### src/rtl/swd_pkg.sv
package swd_pkg;
  localparam int unsigned SWD_ADDR_W    = 32;
  localparam int unsigned SWD_NUM_WIN   = 32;
  localparam int unsigned SWD_WIN_SHIFT = 23;
  localparam int unsigned SWD_CSR_AW    = 12;
  localparam logic [11:0] SWD_MASK_OFF  = 12'h060;
  localparam logic [31:0] SWD_REGION    = 32'hF000_0000;
endpackage

### src/rtl/win_mask_reg.sv
module win_mask_reg #(
  parameter int unsigned NUM_WIN = 32,
  parameter int unsigned CSR_AW  = 12,
  parameter logic [CSR_AW-1:0] MASK_OFF = 12'h060
) (
  input  logic               clk,
  input  logic               rst_n,
  input  logic               we,
  input  logic [CSR_AW-1:0]  addr,
  input  logic [NUM_WIN-1:0] wdata,
  output logic [NUM_WIN-1:0] mask_q,
  output logic [NUM_WIN-1:0] rdata
);
  logic sel;
  logic load;

  assign sel  = (addr == MASK_OFF);
  assign load = we && sel;

  always_ff @(posedge clk or negedge rst_n) begin
    if (!rst_n) mask_q <= '0;
    else if (load) mask_q <= wdata;
  end

  assign rdata = sel ? mask_q : '0;

  AST_WRITE_LANDS: assert property (@(posedge clk) disable iff (!rst_n)
    load |=> (mask_q == $past(wdata)));
  AST_OTHER_OFFSET_HOLDS: assert property (@(posedge clk) disable iff (!rst_n)
    !load |=> $stable(mask_q));
endmodule

### src/rtl/win_index_calc.sv
module win_index_calc #(
  parameter int unsigned ADDR_W    = 32,
  parameter int unsigned WIN_SHIFT = 23,
  parameter int unsigned IDX_W     = 5,
  parameter logic [ADDR_W-1:0] REGION = 32'hF000_0000
) (
  input  logic [ADDR_W-1:0] addr,
  output logic              in_region,
  output logic [IDX_W-1:0]  idx
);
  localparam int unsigned TOP = WIN_SHIFT + IDX_W;

  function automatic logic region_match(input logic [ADDR_W-1:0] a);
    return a[ADDR_W-1:TOP] == REGION[ADDR_W-1:TOP];
  endfunction

  function automatic logic [IDX_W-1:0] slice_of(input logic [ADDR_W-1:0] a);
    return a[TOP-1:WIN_SHIFT];
  endfunction

  assign in_region = region_match(addr);
  assign idx       = slice_of(addr);
endmodule

### src/rtl/win_hit_logic.sv
module win_hit_logic #(
  parameter int unsigned NUM_WIN = 32,
  parameter int unsigned IDX_W   = 5
) (
  input  logic               in_region,
  input  logic [IDX_W-1:0]   idx,
  input  logic [NUM_WIN-1:0] mask,
  output logic               hit
);
  logic slice_on;

  generate
    if (NUM_WIN == (1 << IDX_W)) begin : g_full
      assign slice_on = mask[idx];
    end else begin : g_partial
      assign slice_on = (32'(idx) < NUM_WIN) ? mask[idx] : 1'b0;
    end
  endgenerate

  assign hit = in_region && slice_on;
endmodule

### src/rtl/slice_window_decoder.sv
module slice_window_decoder
  import swd_pkg::*;
#(
  parameter int unsigned ADDR_W    = SWD_ADDR_W,
  parameter int unsigned NUM_WIN   = SWD_NUM_WIN,
  parameter int unsigned WIN_SHIFT = SWD_WIN_SHIFT,
  parameter int unsigned CSR_AW    = SWD_CSR_AW,
  parameter logic [CSR_AW-1:0] MASK_OFF = SWD_MASK_OFF,
  parameter logic [ADDR_W-1:0] REGION   = SWD_REGION
) (
  input  logic               clk,
  input  logic               rst_n,
  input  logic               cfg_we,
  input  logic [CSR_AW-1:0]  cfg_addr,
  input  logic [NUM_WIN-1:0] cfg_wdata,
  output logic [NUM_WIN-1:0] cfg_rdata,
  input  logic [ADDR_W-1:0]  lkp_addr,
  output logic               lkp_hit,
  output logic [$clog2(NUM_WIN)-1:0] lkp_win
);
  localparam int unsigned IDX_W = $clog2(NUM_WIN);
  localparam int unsigned TOP   = WIN_SHIFT + IDX_W;

  logic [NUM_WIN-1:0] mask_q;
  logic               in_region;
  logic [IDX_W-1:0]   idx;
  logic               hit;

  win_mask_reg #(.NUM_WIN(NUM_WIN), .CSR_AW(CSR_AW), .MASK_OFF(MASK_OFF)) u_reg (
    .clk(clk), .rst_n(rst_n), .we(cfg_we), .addr(cfg_addr),
    .wdata(cfg_wdata), .mask_q(mask_q), .rdata(cfg_rdata)
  );

  win_index_calc #(.ADDR_W(ADDR_W), .WIN_SHIFT(WIN_SHIFT), .IDX_W(IDX_W), .REGION(REGION)) u_idx (
    .addr(lkp_addr), .in_region(in_region), .idx(idx)
  );

  win_hit_logic #(.NUM_WIN(NUM_WIN), .IDX_W(IDX_W)) u_hit (
    .in_region(in_region), .idx(idx), .mask(mask_q), .hit(hit)
  );

  assign lkp_hit = hit;
  assign lkp_win = idx;

  AST_OUTSIDE_NO_HIT: assert property (@(posedge clk) disable iff (!rst_n)
    (lkp_addr[ADDR_W-1:TOP] != REGION[ADDR_W-1:TOP]) |-> !lkp_hit);
  AST_ZERO_MASK_NO_HIT: assert property (@(posedge clk) disable iff (!rst_n)
    (mask_q == '0) |-> !lkp_hit);
  AST_HIT_NEEDS_ENABLE: assert property (@(posedge clk) disable iff (!rst_n)
    lkp_hit |-> ($countones(mask_q) > 0) && in_region);
  AST_WIN_FIELD: assert property (@(posedge clk) disable iff (!rst_n)
    lkp_win == lkp_addr[TOP-1:WIN_SHIFT]);
endmodule

### config.mk
export PLATFORM = sky130hd
export DESIGN_NAME = slice_window_decoder
export DESIGN_NICKNAME = d
export VERILOG_FILES = /design/src/rtl/swd_pkg.sv /design/src/rtl/win_mask_reg.sv /design/src/rtl/win_index_calc.sv /design/src/rtl/win_hit_logic.sv /design/src/rtl/slice_window_decoder.sv
export SDC_FILE = /design/constraint.sdc
export NUM_CORES = 1
export LEC_CHECK = 0
export BUFFER_PORTS_ARGS = -buffer_cell sky130_fd_sc_hd__clkbuf_2
export CORE_UTILIZATION = 47
export DETAILED_ROUTE_END_ITERATION = 10
export PLACE_DENSITY = 0.92
export SYNTH_ARGS = -nofsm -noshare
export SYNTH_HDL_FRONTEND = slang
export SYNTH_HIERARCHICAL = 1
export SYNTH_SLANG_ARGS = --single-unit
export TNS_END_PERCENT = 50
### constraint.sdc
create_clock -name clk -period 3.27 [get_ports clk]
set_input_delay 0.1635 -clock clk [delete_from_list [all_inputs] [get_ports clk]]
set_output_delay 0.1635 -clock clk [all_outputs]
set_load 0.01 [all_outputs]
==> flow_summary.ini <==
[status]
status = finished, final reports clean

[timing]
maxSlewHeadroom = 0.446
worst_pin_slew_ps = 830
final-hold-violation-count = 0
drv_slew = 0
post-route-period-util = 0.649
tns_ps = 0
fin_worst_skew_ps = 0
fin_crit_ps = 2120
fmax_mhz = 471
rsz0062_at_grt = no
finalSetupViolCount = 0

[synthesis]
synthesis.area_sq_mm = 0.00199
synth.avg_cell_area_sq_um = 14.6
async_flop_share = 1.00
synth_nets = 215
synth.distinct_cells = 25
synth_area_leaders = dfrtp_1 (40%), mux2_4 (23%), and2_1 (10%), mux4_2 (4.5%), mux4_1 (4.0%)
synth-edff-count = 0
syn_inst = 136
ys_ff_latch = 32
synth_seq_area_share = 0.403
yosysWarnings = 6
ys.flop_type = dfrtp_1
synth_top_area_share = 0.403
yosys.area.top_type = dfrtp_1

[placement]
port_buffers = 93
place_congestion = 0.725
dp_hpwl_mm = 3.17
post_dp_cell_area_sq_mm = 0.00240

[cells_and_area]
stdcell_area_sq_mm = 0.00250
area_growth_pct = 26.1
fill_cells = 337
reg.largest.list = u_reg/mask_q: 32 flops
n_antenna_cell = 0
drive_gt1_frac = 0.655
largest_register_ffs = 32
largest_register = u_reg/mask_q
nNetsFinal = 302

[floorplanning]
die_area_sq_mm = 0.00449
floorplan.rows = 23
dieWidth_um = 67
pin_count = 117
start_util = 0.493
die_y_um = 67
core_sq_mm = 0.00403

[routing]
via_count = 1383
drt_iter0_markers = 39
drc = 0
via_per_inst = 5.07
dr.pass1.iters = 2
ant_nets = 0
wl_mm = 4.22
wl_per_cell_um = 15.5

[clock_tree]
root_buffer = clkbuf_8
cts_num_sinks = 32
cts_hold_buf = 1
cts_buffers = 5
htree_levels = 2
cts.path.max_buffers = 2
cts_resized = 0
path_clk_slew_ps = 60
clock_latency_ps = 270
cts_setup_buffers = 0
cts_tree = yes

[global_routing]
grt_pass1_wl_mm = 6.62
overflow = 0
grt_usage = 0.208
grt_pass1_vias = 1392
antenna_found_initial = 0
grt_max_degree = 33

[worst_setup_path]
crit_cells = 5
path_cells = mux4_2 > nor2b_4 > a2111oi_2 > and4b_1 > clkbuf_2
critPathBufInv = 1
cp_max_fo = 3
reg2reg_depth = 1
critPathSlowestCell = mux4_2
worstPathArrival_ps = 1960
setup.worst_path.end_class = output port
crit_path_start_kind = register
path_class = reg2out
slowest_delay_ps = 480
worstPathRequired_ps = 3110
rrSetupSlack_ps = 2470
cp_top_family = multiplexers

[power]
seq_power_share = 0.503
peakVddDrop_mv = 0.215
power_frac_comb = 0.094
p_int_uw = 624
share_clk_of_total_power = 0.402
pwr_density_cell_mw_per_mm2 = 316
p_leak_nw = 1.44
power_switching_uw = 169
switching_share = 0.213

[min_path]
whs_path_depth = 2
hold_class = in2reg

[run]
max_cap_viol_count = 0
cell usage after synthesis (2+ instances only):
library cell	number
nor4b_4	2
mux2_4	30
and2_1	32
mux2i_1	2
buf_4	6
mux2_2	4
buf_6	4
dfrtp_1	32
mux4_2	4
clkbuf_1	3
mux4_1	3
power by group through the flow:
stage               clock [mW]  sequential, mW  combinational, mW
global placement             0           0.406             0.0724
global route             0.349           0.399             0.0817
CTS                      0.332           0.399             0.0765
floorplan                    0           0.406             0.0317
detailed placement           0           0.406             0.0751
finish                   0.319           0.399             0.0745
layout by cell type (no fill, tap or decap), types with 2 or more instances in the layout:
cell type,n
dfrtp_1,32
mux2_4,30
mux2i_1,2
clkbuf_8,7
nor4b_4,2
mux2_2,4
clkbuf_2,93
mux4_2,4
mux4_1,3
and2_1,32
path summary, 6_finish.rpt:
kind | startpoint | endpoint
max in group asynchronous | rst_n | u_reg/mask_q[10]
worst min-delay path | cfg_wdata[7] | u_reg/mask_q[7]
worst max register to register | u_reg/mask_q[30] | u_reg/mask_q[30]
worst max-delay path | u_reg/mask_q[3] | lkp_hit
worst min register to register | u_reg/mask_q[2] | u_reg/mask_q[2]
min in group asynchronous | rst_n | u_reg/mask_q[24]
routing by layer:
layer  GRT usage  vias to the layer above  part of all wire
met5           0                        -                 0
met4      0.0931                        0             0.020
met3      0.0428                        8             0.050
met2       0.359                       56              0.52
met1       0.246                      664              0.41
li1            -                      655                 -
logic make-up after synthesis:
kind of cell | Yosys count | synth area share
multiplexers | 43 | 0.345
AND/OR/NAND/NOR | 43 | 0.176
AO/OA/AOI/OAI | 4 | 0.0176
buffers and inverters | 14 | 0.0580
flip-flops | 32 | 0.403
cell type report:
type,count,area [sq um],share of cell area
flip-flops and latches,32,801,0.320
repair buffers,94,475,0.190
multi-input cells,90,1070,0.427
well taps,50,62.6,0.0250
clock buffers,7,96.3,0.0385
per-stage QoR:
| stage | total power, mW | util | cells | hold WS, ps | setup WS (ps) |
|---|---|---|---|---|---|
| after global routing | 0.829 | 0.622 | 273 | 105 | 1060 |
| after CTS | 0.807 | 0.622 | 273 | 107 | 1130 |
| after detailed placement | 0.481 | 0.595 | 265 | 277 | 1230 |
| final | 0.793 | 0.622 | 273 | 117 | 1150 |
| after floorplan | 0.438 | - | 136 | -132 | 1550 |
| after global placement | 0.479 | 0.595 | 265 | 264 | 1310 |
(Power assumes the default switching activity.)
